==> src/rtl/wdt_keyed_pkg.sv <==
package wdt_keyed_pkg;
  typedef enum logic [1:0] {UL_IDLE, UL_KEY, UL_OPEN} ul_state_e;
  localparam int CTL_EN_BIT  = 0;
  localparam int CTL_RS_BIT  = 1;
  localparam int CTL_FLG_BIT = 2;
  localparam logic [7:0] KEY_FIRST  = 8'hAA;
  localparam logic [7:0] KEY_SECOND = 8'h55;
endpackage

==> src/rtl/wdt_unlock.sv <==
module wdt_unlock
  import wdt_keyed_pkg::*;
#(
  parameter int WINDOW   = 3,
  parameter int ADDR_W   = 2,
  parameter int ACC_ADDR = 0,
  parameter int CTL_ADDR = 1
) (
  input  logic              clk_i,
  input  logic              rst_ni,
  input  logic              clr_i,
  input  logic              wr_en_i,
  input  logic [ADDR_W-1:0] wr_addr_i,
  input  logic [7:0]        wr_data_i,
  output logic              grant_o
);
  localparam int LEFT_W = $clog2(WINDOW + 1);

  ul_state_e         st_q;
  logic [LEFT_W-1:0] left_q;
  logic              acc_wr, ctl_wr;

  assign acc_wr  = wr_en_i && (wr_addr_i == ADDR_W'(ACC_ADDR));
  assign ctl_wr  = wr_en_i && (wr_addr_i == ADDR_W'(CTL_ADDR));
  assign grant_o = (st_q == UL_OPEN) && ctl_wr;

  always_ff @(posedge clk_i or negedge rst_ni) begin
    if (!rst_ni) begin
      st_q   <= UL_IDLE;
      left_q <= '0;
    end else if (clr_i) begin
      st_q   <= UL_IDLE;
      left_q <= '0;
    end else if (acc_wr) begin
      if (wr_data_i == KEY_FIRST) begin
        st_q   <= UL_KEY;
        left_q <= LEFT_W'(WINDOW);
      end else if (wr_data_i == KEY_SECOND && st_q == UL_KEY) begin
        st_q   <= UL_OPEN;
        left_q <= LEFT_W'(WINDOW);
      end else begin
        st_q <= UL_IDLE;
      end
    end else if (grant_o) begin
      st_q <= UL_IDLE;  // one protected write per unlock
    end else if (st_q != UL_IDLE) begin
      if (left_q == LEFT_W'(1)) st_q <= UL_IDLE;
      else left_q <= left_q - LEFT_W'(1);
    end
  end
endmodule

==> src/rtl/wdt_counter.sv <==
module wdt_counter #(
  parameter int TIMEOUT = 122800,
  parameter int CNT_W   = $clog2(TIMEOUT)
) (
  input  logic             clk_i,
  input  logic             rst_ni,
  input  logic             por_i,
  input  logic             stop_i,
  input  logic             restart_i,
  output logic             tmo_o,
  output logic [CNT_W-1:0] cnt_o
);
  logic [CNT_W-1:0] cnt_q;

  assign tmo_o = !stop_i && (cnt_q == CNT_W'(TIMEOUT - 1));
  assign cnt_o = cnt_q;

  always_ff @(posedge clk_i or negedge rst_ni) begin
    if (!rst_ni)                  cnt_q <= '0;
    else if (por_i || restart_i)  cnt_q <= '0;
    else if (stop_i)              cnt_q <= cnt_q;
    else if (tmo_o)               cnt_q <= '0;  // wraps whether armed or not
    else                          cnt_q <= cnt_q + CNT_W'(1);
  end
endmodule

==> src/rtl/wdt_ctrl_regs.sv <==
module wdt_ctrl_regs
  import wdt_keyed_pkg::*;
(
  input  logic       clk_i,
  input  logic       rst_ni,
  input  logic       por_i,
  input  logic       ctl_wr_i,
  input  logic       grant_i,
  input  logic [2:0] data_i,
  input  logic       tmo_i,
  output logic       en_o,
  output logic       restart_o,
  output logic       flag_o,
  output logic       cpu_rst_o
);
  logic en_q, rs_q, flg_q, rst_q;

  // arm bit: nonvolatile model, only storage reset or an unlocked write
  always_ff @(posedge clk_i or negedge rst_ni) begin
    if (!rst_ni)      en_q <= 1'b0;
    else if (grant_i) en_q <= data_i[CTL_EN_BIT];
  end

  always_ff @(posedge clk_i or negedge rst_ni) begin
    if (!rst_ni) begin
      rs_q  <= 1'b0;
      flg_q <= 1'b0;
      rst_q <= 1'b0;
    end else begin
      rs_q  <= grant_i && data_i[CTL_RS_BIT];
      rst_q <= !por_i && tmo_i && en_q;
      if (por_i)                              flg_q <= 1'b0;
      else if (tmo_i && en_q)                 flg_q <= 1'b1;
      else if (ctl_wr_i && !data_i[CTL_FLG_BIT]) flg_q <= 1'b0;
    end
  end

  assign en_o      = en_q;
  assign restart_o = rs_q;
  assign flag_o    = flg_q;
  assign cpu_rst_o = rst_q;
endmodule

==> src/rtl/wdt_keyed.sv <==
module wdt_keyed
  import wdt_keyed_pkg::*;
#(
  parameter int TIMEOUT  = 122800,
  parameter int WINDOW   = 3,
  parameter int ADDR_W   = 2,
  parameter int ACC_ADDR = 0,
  parameter int CTL_ADDR = 1
) (
  input  logic              clk_i,
  input  logic              rst_ni,
  input  logic              por_i,
  input  logic              stop_i,
  input  logic              wr_en_i,
  input  logic [ADDR_W-1:0] wr_addr_i,
  input  logic [7:0]        wr_data_i,
  output logic              cpu_rst_o,
  output logic              wdt_en_o,
  output logic              wdt_restart_o,
  output logic              wdt_flag_o
);
  localparam int CNT_W = $clog2(TIMEOUT);

  logic             ta_grant, ctl_wr, tmo;
  logic [CNT_W-1:0] cnt;

  assign ctl_wr = wr_en_i && (wr_addr_i == ADDR_W'(CTL_ADDR));

  wdt_unlock #(
    .WINDOW(WINDOW), .ADDR_W(ADDR_W), .ACC_ADDR(ACC_ADDR), .CTL_ADDR(CTL_ADDR)
  ) u_unlock (
    .clk_i, .rst_ni, .clr_i(por_i), .wr_en_i, .wr_addr_i, .wr_data_i,
    .grant_o(ta_grant)
  );

  wdt_counter #(.TIMEOUT(TIMEOUT), .CNT_W(CNT_W)) u_counter (
    .clk_i, .rst_ni, .por_i, .stop_i,
    .restart_i(ta_grant && wr_data_i[CTL_RS_BIT]),
    .tmo_o(tmo), .cnt_o(cnt)
  );

  wdt_ctrl_regs u_regs (
    .clk_i, .rst_ni, .por_i, .ctl_wr_i(ctl_wr), .grant_i(ta_grant),
    .data_i(wr_data_i[2:0]), .tmo_i(tmo),
    .en_o(wdt_en_o), .restart_o(wdt_restart_o), .flag_o(wdt_flag_o),
    .cpu_rst_o
  );
endmodule

==> config.mk <==
export PLATFORM = sky130hd
export DESIGN_NAME = wdt_keyed
export DESIGN_NICKNAME = d
export VERILOG_FILES = /design/src/rtl/wdt_keyed_pkg.sv /design/src/rtl/wdt_unlock.sv /design/src/rtl/wdt_counter.sv /design/src/rtl/wdt_ctrl_regs.sv /design/src/rtl/wdt_keyed.sv
export SDC_FILE = /design/constraint.sdc
export NUM_CORES = 1
export LEC_CHECK = 0
export BUFFER_PORTS_ARGS = -buffer_cell sky130_fd_sc_hd__buf_2
export CORE_MARGIN = 3
export CORE_UTILIZATION = 50
export DETAILED_ROUTE_END_ITERATION = 10
export GPL_TIMING_DRIVEN = 0
export PLACE_DENSITY_LB_ADDON = 0.12
export SYNTH_ARGS = -nofsm -noshare
export SYNTH_HDL_FRONTEND = slang
export SYNTH_HIERARCHICAL = 1
export SYNTH_SLANG_ARGS = --single-unit
==> constraint.sdc <==
create_clock -name clk_i -period 4.7 [get_ports clk_i]
set_clock_uncertainty 0.15 [all_clocks]
set_input_delay 0.235 -clock clk_i [delete_from_list [all_inputs] [get_ports clk_i]]
set_output_delay 0.235 -clock clk_i [all_outputs]
set_load 0.05 [all_outputs]
[After elaboration in Yosys (flattened, before gate mapping)]
Cells that the tools add are included.
Operators by class
  $add $sub $neg: 2
  multiply operators: 0
  divide/modulo/power cells: 0
  order comparisons: 0
  equality and inequality tests: 11
  shifts and indexed selects: 0
  mux-type cells: 20
  bitwise gates (word level): 0
  reductions and logical operators: 22
Operator list (number)
  $mux W17: 3
  $mux W2: 14
  $add A17 B1 Y17 const B: 1
  $eq A17 B17 Y1 const B: 1
  $logic_and A1 B1 Y1: 10
  $eq A8 B7 Y1 const B: 1
  $eq A8 B8 Y1 const B: 1
  $reduce_bool A4 Y1: 2
  $eq A2 B1 Y1 const B: 3
  $reduce_bool A3 Y1: 2
  $ne A4 B4 Y1 const B: 1
  $reduce_and A4 Y1: 1
  $logic_not A1 Y1: 3
  $mux W1: 3
  $ne A3 B2 Y1 const B: 1
  $ne A3 B3 Y1 const B: 1
  $eq A2 B2 Y1 const B: 1
  $logic_not A2 Y1: 1
  $ne A2 B1 Y1 const B: 1
  $reduce_and A2 Y1: 1
  $reduce_bool A2 Y1: 1
  $sub A2 B1 Y2 const B: 1
  $logic_or A1 B1 Y1: 1
Storage, ports and cells
  bits in registers: 25
  latch bits: 0
  RAM bits: 0
  memory bits (read-only): 0
  input port bits: 15
  output and inout bits: 4
  word-level logic and storage cells: 62
  memories: 0

[Logic depth before layout (Yosys ltp)]
Gate-level depths: netlist of run 1.
  depth after elaboration: 6
  gate-level depth with buffers: 8
  depth with buffers taken out: 8

[Cells and area by module]
Netlist of run 1, hierarchy kept.
Modules (own cells, without submodules)
  wdt_counter: times used 1, cells each 105, area each 944.7 um^2, sequential area each 425.4 um^2
  wdt_unlock: times used 1, cells each 32, area each 311.5 um^2, sequential area each 100.1 um^2
  wdt_ctrl_regs: times used 1, cells each 11, area each 148.9 um^2, sequential area each 100.1 um^2
  wdt_keyed: times used 1, cells each 2, area each 15.0 um^2, sequential area each 0.0 um^2

[Least setup slack after synthesis of run 1]
Ideal clock, no wire load.
  path type: register to register
  start point: register u_unlock.st_q[1]
  end point: register u_counter.cnt_q[11], in the netlist u_counter/cnt_o[11]
  setup time: 0.069 ns
  data arrival time: 1.901 ns
  data required time: 4.481 ns
  setup slack: 2.579 ns
  stages on the path, launching flop included: 7
  buffers on the path: 0
  clock period less this slack: 2.121 ns
  cells stage by stage: dfrtp_1 and4b_1 and2_1 or3_1 a31o_2 or4_1 nand3_1
On the way
  cells in the longest elaborated chain, start to end: 5
  elaborated cells between the ends (all ways): 6
  classes of those cells: 2 x eq/ne; 1 x mux; 3 x reduce/logical
RTL lines
  start: declaration: line wdt_unlock.sv:19  | ul_state_e st_q;
  start signal: assignment: line wdt_unlock.sv:29  | st_q <= UL_IDLE;
  start signal: assignment: line wdt_unlock.sv:32  | st_q <= UL_IDLE;
  start signal: assignment: line wdt_unlock.sv:36  | st_q <= UL_KEY;
  $eq A2 B2 Y1 (*): line wdt_unlock.sv:25  | assign grant_o = (st_q == UL_OPEN) && ctl_wr;
  $logic_and A1 B1 Y1 (*): line wdt_unlock.sv:25
  named net ta_grant: line wdt_keyed.sv:24  | logic ta_grant, ctl_wr, tmo;
  $logic_and A1 B1 Y1 (*): line wdt_keyed.sv:38  | .restart_i(ta_grant && wr_data_i[CTL_RS_BIT]),
  $logic_or A1 B1 Y1 (*): line wdt_counter.sv:20  | else if (por_i || restart_i) cnt_q <= '0;
  $ne A2 B1 Y1 (no line) / $mux W17 (equally long branches)
  end signal: assignment: line wdt_counter.sv:21  | else if (stop_i) cnt_q <= cnt_q;
  end signal: assignment: line wdt_counter.sv:23  | else cnt_q <= cnt_q + CNT_W'(1);
  end: declaration: line wdt_counter.sv:13  | logic [CNT_W-1:0] cnt_q;
The timed path passes the listed nets; every way through them passes the cells marked *.
A chain may end at the register's enable or synchronous reset.

[Final worst setup path of run 1]
  start point: register u_unlock.st_q[0]
  end point: register u_counter.cnt_q[7], in the netlist u_counter/cnt_o[7]
Same word-level chain as after synthesis.

==> impl_metrics.yaml, run 1 <==
routing:
  vias: 1201
  antenna_left: 0
  wl_mm: 2.86
  firstDrtPassIters: 4
  vias_per_cell: 5.89
  wl_per_cell_um: 14.0
  drt-initial-drc-count: 69
  drc: 0
synthesis:
  synthesis.area_um2: 1420
  synth_top_family_by_area: "simple AND/OR/NAND/NOR gates"
  synth_xor_area_share_pct: 4.32
  synthCells: 150
  synth-seq-cells: 25
  synth_area_per_cell_um2: 9.47
  muxShareOfSynthArea_pct: 1.06
  ys_warn_count: 6
  synthSimpleGateAreaFrac_pct: 37.0
  synth-adder-area-share_pct: 1.76
  async_flop_share_pct: 100
  synthDistinctLibCells: 46
  synth_ff_type: "dfrtp_1"
  synth_edf_count: 0
  syn_nets: 167
  ys_seq_area_share_pct: 44.1
  synth_compound_area_share_pct: 10.7
floorplan:
  core_um2: 2590
  die_w_um: 59.3
  die_y_um: 59.3
  ioPinCount: 19
  die_area_um2: 3520
  start_util_pct: 54.8
  rows: 18
critical_path:
  slowest_stage: "nor3b_2"
  worst_ep_arrival_time_ns: 2.37
  cpPeakStageDelay_ns: 0.56
  crit_path_max_fanout: 10
  required_ns: 4.77
  crit_buf_inv: 0
  crit_family: "simple AND/OR/NAND/NOR gates"
  cp_cell_sequence: "and4b_1 > and2_1 > nor3b_2 > nor3_1 > and3_1 > xnor2_1 > nor2_1"
  start_kind: "flop"
  end_kind: "flop"
  setup.worst_path.class: "flop to flop"
sta:
  fin_ws_ns: 2.39
  tightest_slew_ns: 0.644
  fmax_mhz: 434
  fin_tns_setup_ns: 0
  slew_headroom_pct: 56.8
  finalSetupViolCount: 0
  rsz0062_at_grt: "no"
  period_needed_ns: 2.31
  final-hold-violation-count: 0
  slew_viol_final: 0
  period_share_pct: 49.1
cts:
  clock_path_buffers: 2
  postCtsHoldBufs: 1
  cts_max_level: 1
  postCtsSetupRepairBufs: 0
  clock_latency_ns: 0.32
  post_cts_resized: 0
  cts-buffers-inserted: 3
  cts_root_buf: "clkbuf_4"
  tritoncts: "yes"
  cts_num_sinks: 25
  clk_pin_slew_ns: 0.14
global_routing:
  grt_util_all_layers_pct: 18.2
  gr-total-overflow: 0
  grt_pass1_vias: 1141
  grt_pass1_wl_mm: 4.94
  grt_max_degree: 26
  antenna_found_initial: 0
placement:
  dp.cells: 198
  pre_cts_slack_ns: 2.30
  routabilityCongestion: 0.804
  place_hpwl_mm: 2.19
  io_buffer_count: 18
outcome:
  outcome: "completed"
final_layout:
  area_delta_synth_final_pct: 12.3
  diodes: 0
  final_nets: 192
  drive_above_1_share_pct: 19.0
  final_util_pct: 61.6
  stdcell_count: 204
  fill_cells: 228
power:
  p_leak_nw: 0.692
  ir_drop_mv: 0.192
  p_per_area_nw_per_um2: 220
worst_hold_path:
  hp-class: "input pin to flop"
flow_run:
  maxCapViolations: 0
where the power goes:
part / internal [W] / leakage (nW) / switching, W / total (W)
combinational: 0.0000140 / 0.327 / 0.0000205 / 0.0000346
clock: 0.0000319 / 0.0177 / 0.0000646 / 0.0000965
sequential: 0.000218 / 0.347 / 0.00000231 / 0.000220
total: 0.000264 / 0.692 / 0.0000875 / 0.000351
synthesized netlist by cell type, types with 2 or more instances:
| master | instances | area share [%] |
|---|---|---|
| nor2_1 | 20 | 5.3 |
| nand2b_1 | 3 | 1.3 |
| or3_1 | 4 | 1.8 |
| xnor2_1 | 5 | 3.1 |
| and2_1 | 2 | 0.88 |
| inv_1 | 4 | 1.1 |
| and4b_1 | 2 | 1.4 |
| and3_1 | 2 | 0.88 |
| xor2_1 | 2 | 1.2 |
| nand3_1 | 10 | 3.5 |
| nand2_1 | 20 | 5.3 |
| nor2b_1 | 2 | 0.88 |
| o211ai_1 | 2 | 1.1 |
| nor3_1 | 2 | 0.70 |
| dfrtp_1 | 25 | 44 |
| a21oi_1 | 2 | 0.70 |
| a31oi_1 | 2 | 0.88 |
| ha_1 | 2 | 1.8 |
| o31ai_1 | 2 | 1.1 |
| nand4bb_1 | 2 | 1.6 |
| o311ai_0 | 3 | 1.9 |
| nand4_1 | 5 | 2.2 |
| a221oi_1 | 2 | 1.2 |
| and4bb_1 | 2 | 1.8 |
| o22ai_1 | 2 | 0.88 |
per-stage QoR:
stage                     total power (W)  hold slack [ns]  instance area, um^2
after floorplan                  0.000240           -0.211                 1420
after global placement           0.000256           0.0957                 1550
after detailed placement         0.000258            0.106                 1550
after CTS                        0.000355           0.0104                 1590
after global routing             0.000369          0.00182                 1600
final                            0.000351           0.0295                 1600
worst paths after layout:
| kind | startpoint | end | slack (ns) | depth (start not counted) |
|---|---|---|---|---|
| hold reg to reg | u_counter/cnt_o[16] | u_counter/cnt_o[16] | 0.36 | 1 |
| max in group asynchronous | rst_ni | u_regs/flag_o | 3.78 | 2 |
| setup reg to reg | u_unlock/st_q[0] | u_counter/cnt_o[7] | 2.39 | 7 |
| setup / recovery | u_unlock/st_q[0] | u_counter/cnt_o[7] | 2.39 | 7 |
| min in group asynchronous | rst_ni | u_counter/cnt_o[7] | 0.26 | 2 |
| hold / removal | wr_data_i[1] | u_regs/restart_o | 0.03 | 2 |
cell usage in the layout, fill, tap and decap left out, drive strengths merged, types with 3 or more instances in the layout:
cell type | netlist | final
and2 | 3 | 3
buf | 0 | 18
clkbuf | 0 | 3
dfrtp | 25 | 25
inv | 4 | 4
nand2 | 20 | 20
nand2b | 3 | 3
nand3 | 10 | 10
nand4 | 6 | 6
nor2 | 20 | 20
nor3b | 3 | 3
o21ai | 3 | 3
o311ai | 3 | 3
or3 | 4 | 4
xnor2 | 5 | 5
per-layer routing:
| metal | global-route usage, % | wire [um] | vias up |
|---|---|---|---|
| li1 | - | - | 600 |
| met1 | 22.9 | 1320 | 556 |
| met2 | 30.7 | 1360 | 41 |
| met3 | 5.01 | 153 | 4 |
| met4 | 4.21 | 25 | 0 |
| met5 | 0 | 0 | - |
sequential cells by signal, indices dropped and copies added (netlist names):
name and cells:
u_regs/en_o 1, u_regs/cpu_rst_o 1, u_unlock/st_q 2, u_regs/restart_o 1, u_unlock/left_q 2, u_regs/flag_o 1, u_counter/cnt_o 17
cell type report:
type / count / area (um^2) / share of cell area, %
clock inverters: 1 / 5.00 / 0.314
clock buffers: 3 / 22.5 / 1.41
flip-flops and latches: 25 / 626 / 39.2
well taps: 30 / 37.5 / 2.35
repair buffers: 20 / 110 / 6.90
multi-input cells: 121 / 779 / 48.9
inverters: 4 / 15.0 / 0.941
kinds of logic after synthesis:
kind of cell             after synthesis
AND/OR/NAND/NOR                       90
XOR/XNOR                               7
AO/OA/AOI/OAI                         21
flip-flops                            25
buffers and inverters                  4
adder cells (fa/ha/maj)                2
multiplexers                           1
Note: power is estimated with default switching activity, not from simulation.
==> run 2, diff against run 1 <==
--- a/config.mk
+++ b/config.mk
@@ -5,6 +5,7 @@
 export SDC_FILE = /design/constraint.sdc
 export NUM_CORES = 1
 export LEC_CHECK = 0
+export ABC_AREA = 1
 export BUFFER_PORTS_ARGS = -buffer_cell sky130_fd_sc_hd__buf_2
 export CORE_MARGIN = 3
 export CORE_UTILIZATION = 50
==> constraint.sdc (replaced) <==
create_clock -name clk_i -period 2.2 [get_ports clk_i]
set_clock_uncertainty 0.15 [all_clocks]
set_input_delay 0.11 -clock clk_i [delete_from_list [all_inputs] [get_ports clk_i]]
set_output_delay 0.11 -clock clk_i [all_outputs]
set_load 0.05 [all_outputs]
==> run 2 against run 1 <==
- register-to-register slack worse by 2.1 ns
- worst hold slack worse by 0.016 ns
- flip-flop and latch count stayed put
- critical path type is now input pin to flop
==> impl_metrics.yaml, run 2 <==
outcome:
  outcome: "completed"
sta:
  fmax_mhz: 475
  tightest_slew_ns: 0.578
  period_share_pct: 95.8
  slew_viol_final: 0
  final-hold-violation-count: 0
  fin_ws_ns: 0.0934
  finalSetupViolCount: 0
  period_needed_ns: 2.11
  rsz0062_at_grt: "no"
  fin_tns_setup_ns: 0
  hold_ws_ns: 0.0138
  slew_headroom_pct: 61.4
power:
  p_leak_nw: 0.864
  p_per_area_nw_per_um2: 435
  ir_drop_mv: 0.289
critical_path:
  end_kind: "flop"
  crit_path_max_fanout: 2
  setup.worst_path.class: "input pin to flop"
  worst_ep_arrival_time_ns: 2.22
  start_kind: "input pin"
  required_ns: 2.31
floorplan:
  die_w_um: 64.2
  die_area_um2: 4120
  die_y_um: 64.2
  start_util_pct: 53.7
  core_um2: 3150
  ioPinCount: 19
  rows: 20
placement:
  routabilityCongestion: 0.866
  place_hpwl_mm: 2.49
  io_buffer_count: 18
  pre_cts_slack_ns: 0.316
synthesis:
  ys_warn_count: 6
  async_flop_share_pct: 100
  synthesis.area_um2: 1690
  synth.area.top_cells: "dfrtp_1 37%, nand2_1 14%, nor2_1 6.9%, inv_1 5.5%, nand2_2 5.5%"
  yosysMostFrequentCell: "nand2_1"
  ys_seq_area_share_pct: 37.0
  synth_edf_count: 0
  synth_commonest_cells: "64 x nand2_1, 31 x nor2_1, 25 x dfrtp_1, 25 x inv_1, 15 x nand2_2"
  netlist.area_leader.share_pct: 37.0
  synth-seq-cells: 25
  synth_area_per_cell_um2: 7.36
  synthCells: 230
  synth_top_cell_by_area: "dfrtp_1"
  synthDistinctLibCells: 27
  syn_nets: 247
  synth_ff_type: "dfrtp_1"
routing:
  antenna_left: 0
  drt-initial-drc-count: 99
  wl_mm: 3.54
  firstDrtPassIters: 6
  vias: 1480
  vias_per_cell: 4.81
  drc: 0
  wl_per_cell_um: 11.5
final_layout:
  fill_cells: 288
  drive_above_1_share_pct: 27.3
  final_cell_mix: "64 x nand2_1, 31 x nor2_1, 25 x inv_1, 25 x dfrtp_1, 19 x buf_2"
  diodes: 0
  layout_commonest_cell: "nand2_1"
  final_util_pct: 62.9
  area_delta_synth_final_pct: 17.2
  largest_reg_flops: 17
  final_nets: 282
cts:
  cts_root_buf: "clkbuf_4"
  post_cts_resized: 0
  clk_pin_slew_ns: 0.14
  cts_num_sinks: 25
  clock_latency_ns: 0.32
  postCtsHoldBufs: 12
  cts-buffers-inserted: 3
  clock_path_buffers: 2
  tritoncts: "yes"
  cts_max_level: 1
  postCtsSetupRepairBufs: 0
global_routing:
  grt_util_all_layers_pct: 18.3
  grt_pass1_vias: 1334
  antenna_found_initial: 0
  gr-total-overflow: 0
  grt_pass1_wl_mm: 6.02
  grt_max_degree: 26
flow_run:
  maxCapViolations: 0
worst_hold_path:
  hp-class: "input pin to flop"
run 2: metal layers:
layer | part of all wire [%] | track usage [%] | wire [um]
met5 | 0 | 0 | 0
met4 | 0 | 1.58 | 0
met2 | 46 | 29.3 | 1620
met1 | 50 | 26.2 | 1760
met3 | 4.2 | 4.22 | 150
run 2: worst paths after layout:
path | from | to | slack (ns) | cells past startpoint
max in group asynchronous | rst_ni | u_counter/cnt_o[0] | 1.37 | 2
worst min-delay path | wr_addr_i[0] | u_unlock/st_q[0] | 0.01 | 4
worst max register to register | u_unlock/st_q[1] | u_counter/cnt_o[0] | 0.27 | 12
min in group asynchronous | rst_ni | u_counter/cnt_o[15] | 0.15 | 2
worst min register to register | u_unlock/left_q[1] | u_unlock/left_q[1] | 0.34 | 2
worst max-delay path | wr_data_i[7] | u_unlock/st_q[1] | 0.09 | 7
run 2: cells by family after synthesis:
group                      count (synthesis)  synth area share, %
AOI/OAI and AO/OA                         22                 9.83
adders and majority gates                  2                 1.48
and+or+nand+nor                          144                 41.4
DFF                                       25                 37.0
buffers and inverters                     30                 6.73
xor gates and xnor gates                   7                 3.62
run 2: per-stage QoR:
step / total power (W) / instances / cell area, um^2
floorplan: 0.000600 / 230 / 1690
global placement: 0.000647 / 292 / 1840
detailed placement: 0.000648 / 292 / 1840
CTS: 0.000876 / 308 / 1980
global route: 0.000913 / 308 / 1980
finish: 0.000864 / 308 / 1980
run 2: worst max-delay path: stages:
cell,delay (ns)
dlygate4sd3_1,0.53
buf_2,0.12
nor2_1,0.08
dlygate4sd3_1,0.57
nand3_2,0.09
dlygate4sd3_1,0.56
o21ai_1,0.14
run 2: final cells by class:
cell class,count,area (um^2),share of cell area (%)
flip-flops and latches,25,626,31.5
inverters,29,109,5.49
repair buffers,30,210,10.6
multi-input cells,175,953,48.0
clock buffers,4,26.3,1.32
plain buffers,1,5.00,0.252
well taps,44,55.1,2.77
run 2: report_power, final:
group | total (W) | switching, W | internal (W)
sequential | 0.000499 | 0.0000182 | 0.000481
combinational | 0.000152 | 0.0000893 | 0.0000624
clock | 0.000213 | 0.000142 | 0.0000711
total | 0.000864 | 0.000249 | 0.000614
==> run 3, diff against run 2 <==
--- a/config.mk
+++ b/config.mk
@@ -7,12 +7,10 @@
 export LEC_CHECK = 0
 export ABC_AREA = 1
 export BUFFER_PORTS_ARGS = -buffer_cell sky130_fd_sc_hd__buf_2
-export CORE_MARGIN = 3
 export CORE_UTILIZATION = 50
 export DETAILED_ROUTE_END_ITERATION = 10
 export GPL_TIMING_DRIVEN = 0
 export PLACE_DENSITY_LB_ADDON = 0.12
 export SYNTH_ARGS = -nofsm -noshare
 export SYNTH_HDL_FRONTEND = slang
-export SYNTH_HIERARCHICAL = 1
 export SYNTH_SLANG_ARGS = --single-unit
==> constraint.sdc (replaced) <==
create_clock -name clk_i -period 2.2 [get_ports clk_i]
set_clock_uncertainty 0.15 [all_clocks]
set_input_delay 0.44 -clock clk_i [delete_from_list [all_inputs] [get_ports clk_i]]
set_output_delay 0.44 -clock clk_i [all_outputs]
set_load 0.05 [all_outputs]
==> run 3 against run 2 <==
- register-to-register slack improved by 0.25 ns
- clock-buffer cell count stayed put
- sequential power fell by 3%
- non-clock buffer count down 10
- die area decreased by 9.4%
- fmax increased by 26%
- critical endpoint is now u_counter.cnt_o[14]
==> impl_metrics.yaml, run 3 <==
synthesis:
  synth_edf_count: 0
  synthDistinctLibCells: 29
  synth_top_cell_by_area: "dfrtp_1"
  synth-seq-cells: 25
  ys_seq_area_share_pct: 35.8
  async_flop_share_pct: 100
  synthCells: 251
  synth_area_per_cell_um2: 6.95
  netlist.area_leader.share_pct: 35.8
  ys_warn_count: 0
  syn_nets: 268
  synth.area.top_cells: "dfrtp_1 36%, nand2_1 16%, nor2_1 7.1%, inv_1 6.9%, nand3_1 6.3%"
  synthesis.area_um2: 1750
  yosysMostFrequentCell: "nand2_1"
  synth_ff_type: "dfrtp_1"
  synth_commonest_cells: "75 x nand2_1, 33 x nor2_1, 32 x inv_1, 25 x dfrtp_1, 22 x nand3_1"
global_routing:
  grt_max_degree: 26
  grt_util_all_layers_pct: 22.3
  gr-total-overflow: 0
  grt_pass1_wl_mm: 6.13
  antenna_found_initial: 0
  grt_pass1_vias: 1402
critical_path:
  setup.worst_path.class: "flop to flop"
  worst_ep_arrival_time_ns: 1.81
  cp_cell_sequence: "ha_1 > nand3_4 > nor2_1 > nand3_1 > xor2_1 > o21ai_2"
  slowest_stage: "dfrtp_1"
  cpPeakStageDelay_ns: 0.45
  crit_path_max_fanout: 5
  end_kind: "flop"
  start_kind: "flop"
  required_ns: 2.33
cts:
  cts_num_sinks: 25
  clk_pin_slew_ns: 0.14
  cts-buffers-inserted: 3
  clock_path_buffers: 2
  cts_max_level: 1
  clock_latency_ns: 0.34
  tritoncts: "yes"
  cts_root_buf: "clkbuf_4"
  postCtsSetupRepairBufs: 0
final_layout:
  seqCellArea_um2: 626
  stdcell_area_um2: 1930
  final_nets: 292
  fill_cells: 358
  multi_input_area_um2: 965
  largest_reg_flops: 17
  drive_above_1_share_pct: 19.7
  diodes: 0
  final_cell_mix: "75 x nand2_1, 33 x nor2_1, 32 x inv_1, 25 x dfrtp_1, 22 x nand3_1"
  area_delta_synth_final_pct: 10.5
  layout_commonest_cell: "nand2_1"
power:
  ir_drop_mv: 0.211
  p_leak_nw: 1.00
  p_per_area_nw_per_um2: 427
floorplan:
  die_y_um: 61.1
  die_w_um: 61.1
  ioPinCount: 19
  start_util_pct: 52.3
  rows: 21
  core_um2: 3340
  die_area_um2: 3730
routing:
  wl_mm: 3.75
  vias_per_cell: 4.94
  vias: 1581
  antenna_left: 0
  drt-initial-drc-count: 80
  firstDrtPassIters: 4
  drc: 0
  wl_per_cell_um: 11.7
sta:
  rsz0062_at_grt: "no"
  period_share_pct: 76.2
  slew_headroom_pct: 60.7
  period_needed_ns: 1.68
  slew_viol_final: 0
  tightest_slew_ns: 0.589
  fmax_mhz: 596
  finalSetupViolCount: 0
  final-hold-violation-count: 0
  fin_tns_setup_ns: 0
worst_hold_path:
  hp-class: "input pin to flop"
flow_run:
  maxCapViolations: 0
placement:
  place_hpwl_mm: 2.88
  dpl_cell_area_um2: 1890
  routabilityCongestion: 0.857
  io_buffer_count: 18
outcome:
  outcome: "completed"
run 3: cell count changes after synthesis, moves of 3 or more:
cell / previous run / this run
nand2_1: 64 / 75
nand4_1: 4 / 10
nand2_2: 15 / 6
inv_1: 25 / 32
nand3_1: 6 / 22
nor2_2: 11 / 5
o21ai_2: 9 / 4
o21ai_1: 5 / 2
run 3: critical path, delay by kind of cell (launching register included):
family	cells	cell delay, ns
adders and majority gates	1	0.25
AOI/OAI and AO/OA	1	0.14
and+or+nand+nor	3	0.44
DFF	1	0.45
xor gates and xnor gates	1	0.18
run 3: cell type report:
| class | count | area share, % |
|---|---|---|
| tap | 46 | 2.98 |
| buffer | 2 | 0.843 |
| multi-input combinational | 187 | 50.0 |
| inverter | 37 | 7.20 |
| timing repair buffer | 19 | 5.19 |
| clock buffer | 4 | 1.36 |
| sequential | 25 | 32.4 |
run 3: where the power goes:
| group | switching (W) | internal [W] |
|---|---|---|
| Sequential | 0.0000121 | 0.000474 |
| Combinational | 0.0000732 | 0.0000426 |
| Clock | 0.000150 | 0.0000714 |
| Total | 0.000236 | 0.000588 |
run 3: worst paths after layout:
check	endpoint	cells after the start	slack (ns)	start
setup / recovery	u_counter.cnt_o[14]	6	0.52	u_counter.cnt_o[0]
hold / removal	u_regs.flag_o	2	0.17	por_i
setup reg to reg	u_counter.cnt_o[14]	6	0.52	u_counter.cnt_o[0]
hold reg to reg	u_unlock.left_q[1]	2	0.35	u_unlock.left_q[1]
max in group asynchronous	u_regs.en_o	2	1.05	rst_ni
min in group asynchronous	u_counter.cnt_o[9]	2	0.46	rst_ni
run 3: per-stage QoR:
step,worst slack (ns),hold slack [ns],instances,util (%),total power (W)
2_1_floorplan,0.712,-0.00559,251,-,0.000565
3_5_place_dp,0.424,0.315,315,56.7,0.000610
3_3_place_gp,0.469,0.313,315,56.7,0.000608
6_report,0.523,0.171,320,57.8,0.000823
4_1_cts,0.511,0.162,320,57.8,0.000830
5_1_grt,0.384,0.180,320,57.8,0.000861
run 3: per-layer routing:
metal	track usage [%]	vias up	wire, um
li1	-	836	-
met1	30.2	700	1840
met2	35.4	36	1700
met3	3.36	9	129
met4	10.1	0	87
met5	0	-	0
run 3: kinds of logic after synthesis:
family / after synthesis / synth area share (%)
and+or+nand+nor: 165 / 45.7
buffers and inverters: 39 / 8.89
DFF: 25 / 35.8
AOI/OAI and AO/OA: 15 / 5.59
xor gates and xnor gates: 5 / 2.51
adders and majority gates: 2 / 1.43
run 3: repair_timing:
item	in CTS	in global routing
hold endpoints to repair	25	0
gates resized for setup	0	0
hold buffers	1	0
setup endpoints to repair	0	0
